$ cat src/rtl/mdec_pkg.sv
package mdec_pkg;
  typedef enum logic [2:0] {
    ACT_NONE,
    ACT_MID,   // accepted mid-cell transition
    ACT_BND,   // cell-boundary transition
    ACT_VIOL,  // waveform fault
    ACT_IDLE   // idle threshold reached
  } mdec_act_e;
endpackage

$ cat src/rtl/mdec_sampler.sv
module mdec_sampler #(
  parameter int SYNC = 2
) (
  input  logic clk_i,
  input  logic rst_ni,
  input  logic sample_en_i,
  input  logic rx_i,
  output logic lvl_o,
  output logic tick_o,
  output logic edge_o
);
  logic [SYNC-1:0] sync_q;
  logic            rx_s;
  logic            lvl_q, tick_q, edge_q;

  assign rx_s = sync_q[SYNC-1];

  always_ff @(posedge clk_i or negedge rst_ni) begin
    if (!rst_ni) begin
      sync_q <= '1;
      lvl_q  <= 1'b1;
      tick_q <= 1'b0;
      edge_q <= 1'b0;
    end else begin
      sync_q <= {sync_q[SYNC-2:0], rx_i};
      tick_q <= sample_en_i;
      edge_q <= sample_en_i && (rx_s != lvl_q);
      if (sample_en_i) lvl_q <= rx_s;
    end
  end

  assign lvl_o  = lvl_q;
  assign tick_o = tick_q;
  assign edge_o = edge_q;
endmodule

$ cat src/rtl/mdec_sat_cnt.sv
module mdec_sat_cnt #(
  parameter int W   = 5,
  parameter int MAX = 16
) (
  input  logic         clk_i,
  input  logic         rst_ni,
  input  logic         step_i,
  input  logic         restart_i,
  output logic [W-1:0] cnt_o
);
  logic [W-1:0] cnt_q;

  always_ff @(posedge clk_i or negedge rst_ni) begin
    if (!rst_ni)            cnt_q <= W'(MAX);
    else if (step_i) begin
      if (restart_i)        cnt_q <= W'(1);
      else if (cnt_q != W'(MAX)) cnt_q <= cnt_q + W'(1);
    end
  end

  assign cnt_o = cnt_q;
endmodule

$ cat src/rtl/mdec_classify.sv
module mdec_classify
  import mdec_pkg::*;
#(
  parameter int HALF_MIN = 3,
  parameter int HALF_MAX = 5,
  parameter int FULL_MIN = 6,
  parameter int FULL_MAX = 10,
  parameter int IDLE_SMP = 16,
  parameter int CW       = 5
) (
  input  logic          tick_i,
  input  logic          edge_i,
  input  logic          lvl_i,
  input  logic          locked_i,
  input  logic          bnd_i,
  input  logic          idle_i,
  input  logic [CW-1:0] run_i,
  input  logic [CW-1:0] phase_i,
  output mdec_act_e     act_o
);
  logic run_narrow, run_full, ph_full, ph_half, low_late;

  assign run_narrow = run_i < CW'(HALF_MIN);
  assign run_full   = (run_i >= CW'(FULL_MIN)) && (run_i <= CW'(FULL_MAX));
  assign ph_full    = (phase_i >= CW'(FULL_MIN)) && (phase_i <= CW'(FULL_MAX));
  assign ph_half    = (phase_i >= CW'(HALF_MIN)) && (phase_i <= CW'(HALF_MAX));
  // next sample would pass the window without the expected mid-cell edge
  assign low_late   = (phase_i >= CW'(FULL_MAX)) || (bnd_i && run_i >= CW'(HALF_MAX));

  always_comb begin
    act_o = ACT_NONE;
    if (tick_i) begin
      if (edge_i) begin
        if (run_narrow)     act_o = ACT_VIOL;
        else if (!locked_i) act_o = run_full ? ACT_MID : ACT_NONE;
        else if (ph_full)   act_o = ACT_MID;
        else if (ph_half && !bnd_i) act_o = ACT_BND;
        else                act_o = ACT_VIOL;
      end else if (lvl_i) begin
        if (!idle_i && run_i == CW'(IDLE_SMP - 1)) act_o = ACT_IDLE;
      end else if (locked_i && low_late) begin
        act_o = ACT_VIOL;
      end
    end
  end
endmodule

$ cat src/rtl/mdec_rx_decoder.sv
module mdec_rx_decoder
  import mdec_pkg::*;
#(
  parameter int OVS       = 8,
  parameter int HALF_MIN  = 3,
  parameter int HALF_MAX  = 5,
  parameter int IDLE_BITS = 2,
  parameter int SYNC      = 2
) (
  input  logic clk_i,
  input  logic rst_ni,
  input  logic sample_en_i,
  input  logic rx_i,
  output logic bit_o,
  output logic bit_valid_o,
  output logic code_viol_o,
  output logic line_idle_o
);
  localparam int FULL_MIN = 2 * HALF_MIN;
  localparam int FULL_MAX = 2 * HALF_MAX;
  localparam int IDLE_SMP = IDLE_BITS * OVS;
  localparam int CW       = $clog2(IDLE_SMP + 1);

  logic          smp_lvl, smp_tick, smp_edge;
  logic [CW-1:0] run_cnt, phase_cnt;
  logic          locked_q, bnd_q, idle_q, bit_q, valid_q, viol_q;
  mdec_act_e     act;

  mdec_sampler #(.SYNC(SYNC)) u_smp (
    .clk_i, .rst_ni, .sample_en_i, .rx_i,
    .lvl_o(smp_lvl), .tick_o(smp_tick), .edge_o(smp_edge)
  );

  mdec_sat_cnt #(.W(CW), .MAX(IDLE_SMP)) u_run (
    .clk_i, .rst_ni, .step_i(smp_tick), .restart_i(smp_edge), .cnt_o(run_cnt)
  );

  mdec_sat_cnt #(.W(CW), .MAX(IDLE_SMP)) u_phase (
    .clk_i, .rst_ni, .step_i(smp_tick), .restart_i(act == ACT_MID), .cnt_o(phase_cnt)
  );

  mdec_classify #(
    .HALF_MIN(HALF_MIN), .HALF_MAX(HALF_MAX), .FULL_MIN(FULL_MIN),
    .FULL_MAX(FULL_MAX), .IDLE_SMP(IDLE_SMP), .CW(CW)
  ) u_cls (
    .tick_i(smp_tick), .edge_i(smp_edge), .lvl_i(smp_lvl),
    .locked_i(locked_q), .bnd_i(bnd_q), .idle_i(idle_q),
    .run_i(run_cnt), .phase_i(phase_cnt), .act_o(act)
  );

  always_ff @(posedge clk_i or negedge rst_ni) begin
    if (!rst_ni) begin
      locked_q <= 1'b0;
      bnd_q    <= 1'b0;
      idle_q   <= 1'b1;
      bit_q    <= 1'b0;
      valid_q  <= 1'b0;
      viol_q   <= 1'b0;
    end else begin
      valid_q <= 1'b0;
      viol_q  <= 1'b0;
      if (smp_tick && smp_edge) idle_q <= 1'b0;
      case (act)
        ACT_MID: begin
          locked_q <= 1'b1;
          bnd_q    <= 1'b0;
          bit_q    <= smp_lvl;
          valid_q  <= 1'b1;
        end
        ACT_BND: bnd_q <= 1'b1;
        ACT_VIOL: begin
          locked_q <= 1'b0;
          bnd_q    <= 1'b0;
          viol_q   <= 1'b1;
        end
        ACT_IDLE: begin
          idle_q   <= 1'b1;
          locked_q <= 1'b0;
          bnd_q    <= 1'b0;
        end
        default: ;
      endcase
    end
  end

  assign bit_o       = bit_q;
  assign bit_valid_o = valid_q;
  assign code_viol_o = viol_q;
  assign line_idle_o = idle_q;
endmodule

$ cat config.mk
export PLATFORM = sky130hd
export DESIGN_NAME = mdec_rx_decoder
export DESIGN_NICKNAME = d
export VERILOG_FILES = /design/src/rtl/mdec_pkg.sv /design/src/rtl/mdec_sampler.sv /design/src/rtl/mdec_sat_cnt.sv /design/src/rtl/mdec_classify.sv /design/src/rtl/mdec_rx_decoder.sv
export SDC_FILE = /design/constraint.sdc
export NUM_CORES = 1
export LEC_CHECK = 0
export BUFFER_PORTS_ARGS = -buffer_cell sky130_fd_sc_hd__buf_2
export CAP_MARGIN = 20
export CORE_MARGIN = 5
export CORE_UTILIZATION = 27
export DETAILED_ROUTE_END_ITERATION = 10
export HOLD_SLACK_MARGIN = 0.15
export SYNTH_ARGS = -nofsm -noshare
export SYNTH_HDL_FRONTEND = slang
export SYNTH_HIERARCHICAL = 1
export SYNTH_SLANG_ARGS = --single-unit
$ cat constraint.sdc
create_clock -name clk_i -period 2.2 [get_ports clk_i]
set_input_delay 0.22 -clock clk_i [delete_from_list [all_inputs] [get_ports clk_i]]
set_output_delay 0.22 -clock clk_i [all_outputs]
set_load 0.005 [all_outputs]
==> run_results.csv <==
group,metric,value,unit
outcome,status,"complete, no violations",
grt,grt_pass1_vias,941,
timing,layout_min_cycle_time,2.06,ns
layout,num_antenna_cells,0,
synth,synth_flop_cell,"dfrtp_1",
die,rows,24,
die,fp.dieW,75.8,microns
layout,layout-drive-gt1-share,0.314,
grt,gr-total-overflow,0,
timing,finalSetupViolCount,0,
flow_run,maxCapViolCount,0,
synth,synth_area,0.00117,sq mm
power_and_ir_drop,power.density,1140,mW/mm^2
clock_network,clk_latency,0.27,ns
place,place_congestion,0.806,
synth,synth_warnings,6,
timing,period_share,0.935,
timing,max-slew-margin-rel,0.680,
power_and_ir_drop,p_leak,0.000637,uW
clock_network,numClockSinks,21,
grt,grt_pass1_wl,4230,microns
grt,track_usage,0.0946,
synth,async_reset_ff_frac,1.00,
die,die_h,75.8,microns
timing,hold_viol,0,
min_path,min_path_type,"reg -> reg",
place,place_worst_setup_slack,0.112,ns
drt,drc,0,
grt,grt_max_degree,22,
timing,fmax,486,MHz
drt,vias,982,
synth,postSynthCellCount,113,
setup_path,critPathMaxFanout,8,
setup_path,cp-end-kind,"flop",
layout,stdcell_count,192,
layout,fillers,462,
place,placedCellCount,183,
timing,worstMarginPinSlew,0.480,ns
drt,drt_first_pass_iters,4,
synth,synth_edf_count,0,
die,dieArea,0.00574,sq mm
clock_network,cts_buffers,3,
clock_network,root_buffer,"clkbuf_8",
clock_network,cts_buffer_depth,2,
place,portBuffers,7,
layout,ff_latch_area,536,sq um
layout,area_growth,25.6,%
clock_network,cts_tree,"done",
drt,drt-total-wl,2440,microns
setup_path,cp-start-kind,"flop",
synth,syn_avg_cell_area,10.3,sq um
layout,multiInputGateArea,626,sq um
die,ioPinCount,8,
setup_path,cp_data_arrival_time,2.22,ns
grt,antenna_found_initial,0,
timing,fin_skew,0.00749,ns
layout,nNetsFinal,149,
clock_network,cts.reportedPaths.clkPinSlew,0.08,ns
die,coreArea,0.00426,sq mm
power_and_ir_drop,irDropWorstVdd,0.471,mV
drt,wl_per_cell,12.7,microns
timing,setup_slack,0.143,ns
setup_path,crit_type,"reg -> reg",
place,place_hpwl,1780,microns
layout,finalInstanceArea,0.00147,sq mm
synth,ys_ff_latch,21,
drt,avgViaCountPerCell,5.11,
drt,drt_iter0_drc,36,
drt,ant_nets,0,
die,start_util,0.274,
clock_network,h-tree-depth,1,
timing,final_max_slew_viol_count,0,
synth,synth_seq_area_share,0.456,
synth,yosysUniqueCellTypes,35,
synth,syn_nets,121,
place,placed_area,0.00136,sq mm
setup_path,crit_required,2.36,ns
[power by group]
group | internal, uW | switching (uW)
clock | 128 | 134
sequential | 524 | 152
combinational | 377 | 359
total | 1030 | 645
[layout make-up]
class | instances | share of cell area
timing repair buffer | 23 | 0.111
multi-input combinational | 84 | 0.426
clock buffer | 3 | 0.0281
sequential | 21 | 0.365
inverter | 8 | 0.0205
clock inverter | 1 | 0.00512
tap | 52 | 0.0443
[per-stage QoR]
step	utilization	TNS, ns	hold slack (ns)	total power [uW]
4_1_cts	0.337	0	0.367	1660
3_3_place_gp	0.318	0	0.201	1350
6_report	0.344	0	0.367	1670
2_1_floorplan	-	0	-0.0756	1120
3_5_place_dp	0.318	0	0.217	1390
5_1_grt	0.344	-0.00849	0.371	1820
[critical path, cell delays in order, from the launching register on]
cell and delay, ns:
dfrtp_2 0.46, buf_4 0.16, a21oi_1 0.11, a21oi_1 0.07
o21ai_0 0.22, a31oi_2 0.16, nor3b_4 0.22, nand2b_4 0.16
o21ba_1 0.16, a22o_1 0.22
[cell usage in the layout (no fill, tap or decap), drive strengths merged, types with 3 or more instances in the layout]
cell type	count
dfrtp	15
o31ai	3
nand2	8
a31oi	5
nor3	3
ha	4
o21ai	12
nor2b	4
dlygate4sd3	3
inv	8
nand3	5
buf	20
clkbuf	3
a22o	3
dfstp	6
nor2	8
mux2	3
[cells by family after synthesis]
logic type / synth area share
DFF: 0.456
adders and majority gates: 0.0428
muxes: 0.0460
xor gates and xnor gates: 0.00750
and+or+nand+nor: 0.204
buffers and inverters: 0.0257
AOI/OAI and AO/OA: 0.217
[worst paths after layout]
path | startpoint | endpoint | slack, ns | cells after the start
max reg2reg | u_phase/cnt_o[2]$_DFFE_PN0P_ | u_phase/cnt_o[1]$_DFFE_PN0P_ | 0.14 | 9
max in group asynchronous | rst_ni | u_phase/cnt_o[4]$_DFFE_PN1P_ | 1.40 | 2
min | u_smp/sync_q[0]$_DFF_PN1_ | u_smp/sync_q[1]$_DFF_PN1_ | 0.37 | 0
max | u_phase/cnt_o[2]$_DFFE_PN0P_ | u_phase/cnt_o[1]$_DFFE_PN0P_ | 0.14 | 9
min reg2reg | u_smp/sync_q[0]$_DFF_PN1_ | u_smp/sync_q[1]$_DFF_PN1_ | 0.37 | 0
min in group asynchronous | rst_ni | u_smp/tick_o$_DFF_PN0_ | 0.44 | 2
[cells in the mapped netlist (2+ instances only)]
| cell | instances | area (sq um) |
|---|---|---|
| dfrtp_1 | 15 | 375 |
| o21ai_0 | 12 | 60.1 |
| inv_1 | 8 | 30.0 |
| nand2_1 | 8 | 30.0 |
| nor2_1 | 8 | 30.0 |
| dfstp_2 | 6 | 158 |
| a31oi_1 | 5 | 31.3 |
| nand3_1 | 5 | 25.0 |
| ha_1 | 4 | 50.1 |
| nor2b_1 | 4 | 25.0 |
| a22o_1 | 3 | 26.3 |
| nor3_1 | 3 | 15.0 |
| o31ai_1 | 3 | 22.5 |
| a21oi_1 | 2 | 10.0 |
| a221o_1 | 2 | 20.0 |
| and2_1 | 2 | 12.5 |
| and4bb_2 | 2 | 25.0 |
| mux2_2 | 2 | 22.5 |
| mux2i_1 | 2 | 20.0 |
| o41ai_2 | 2 | 32.5 |
[routing by layer]
layer  track usage  wire length (microns)  up-vias
met1         0.124                   1090      479
met2         0.158                   1230       24
met5             0                      0        -
li1              -                      -      477
met3        0.0172                    114        2
met4        0.0291                     14        0
[what timing repair did]
item	in CTS	in global routing
hold buffers	3	0
hold endpoints to repair	17	0
buffers inserted	0	2
gates resized for setup	0	4
endpoints found under the setup margin	0	3
(Power assumes the default switching activity.)
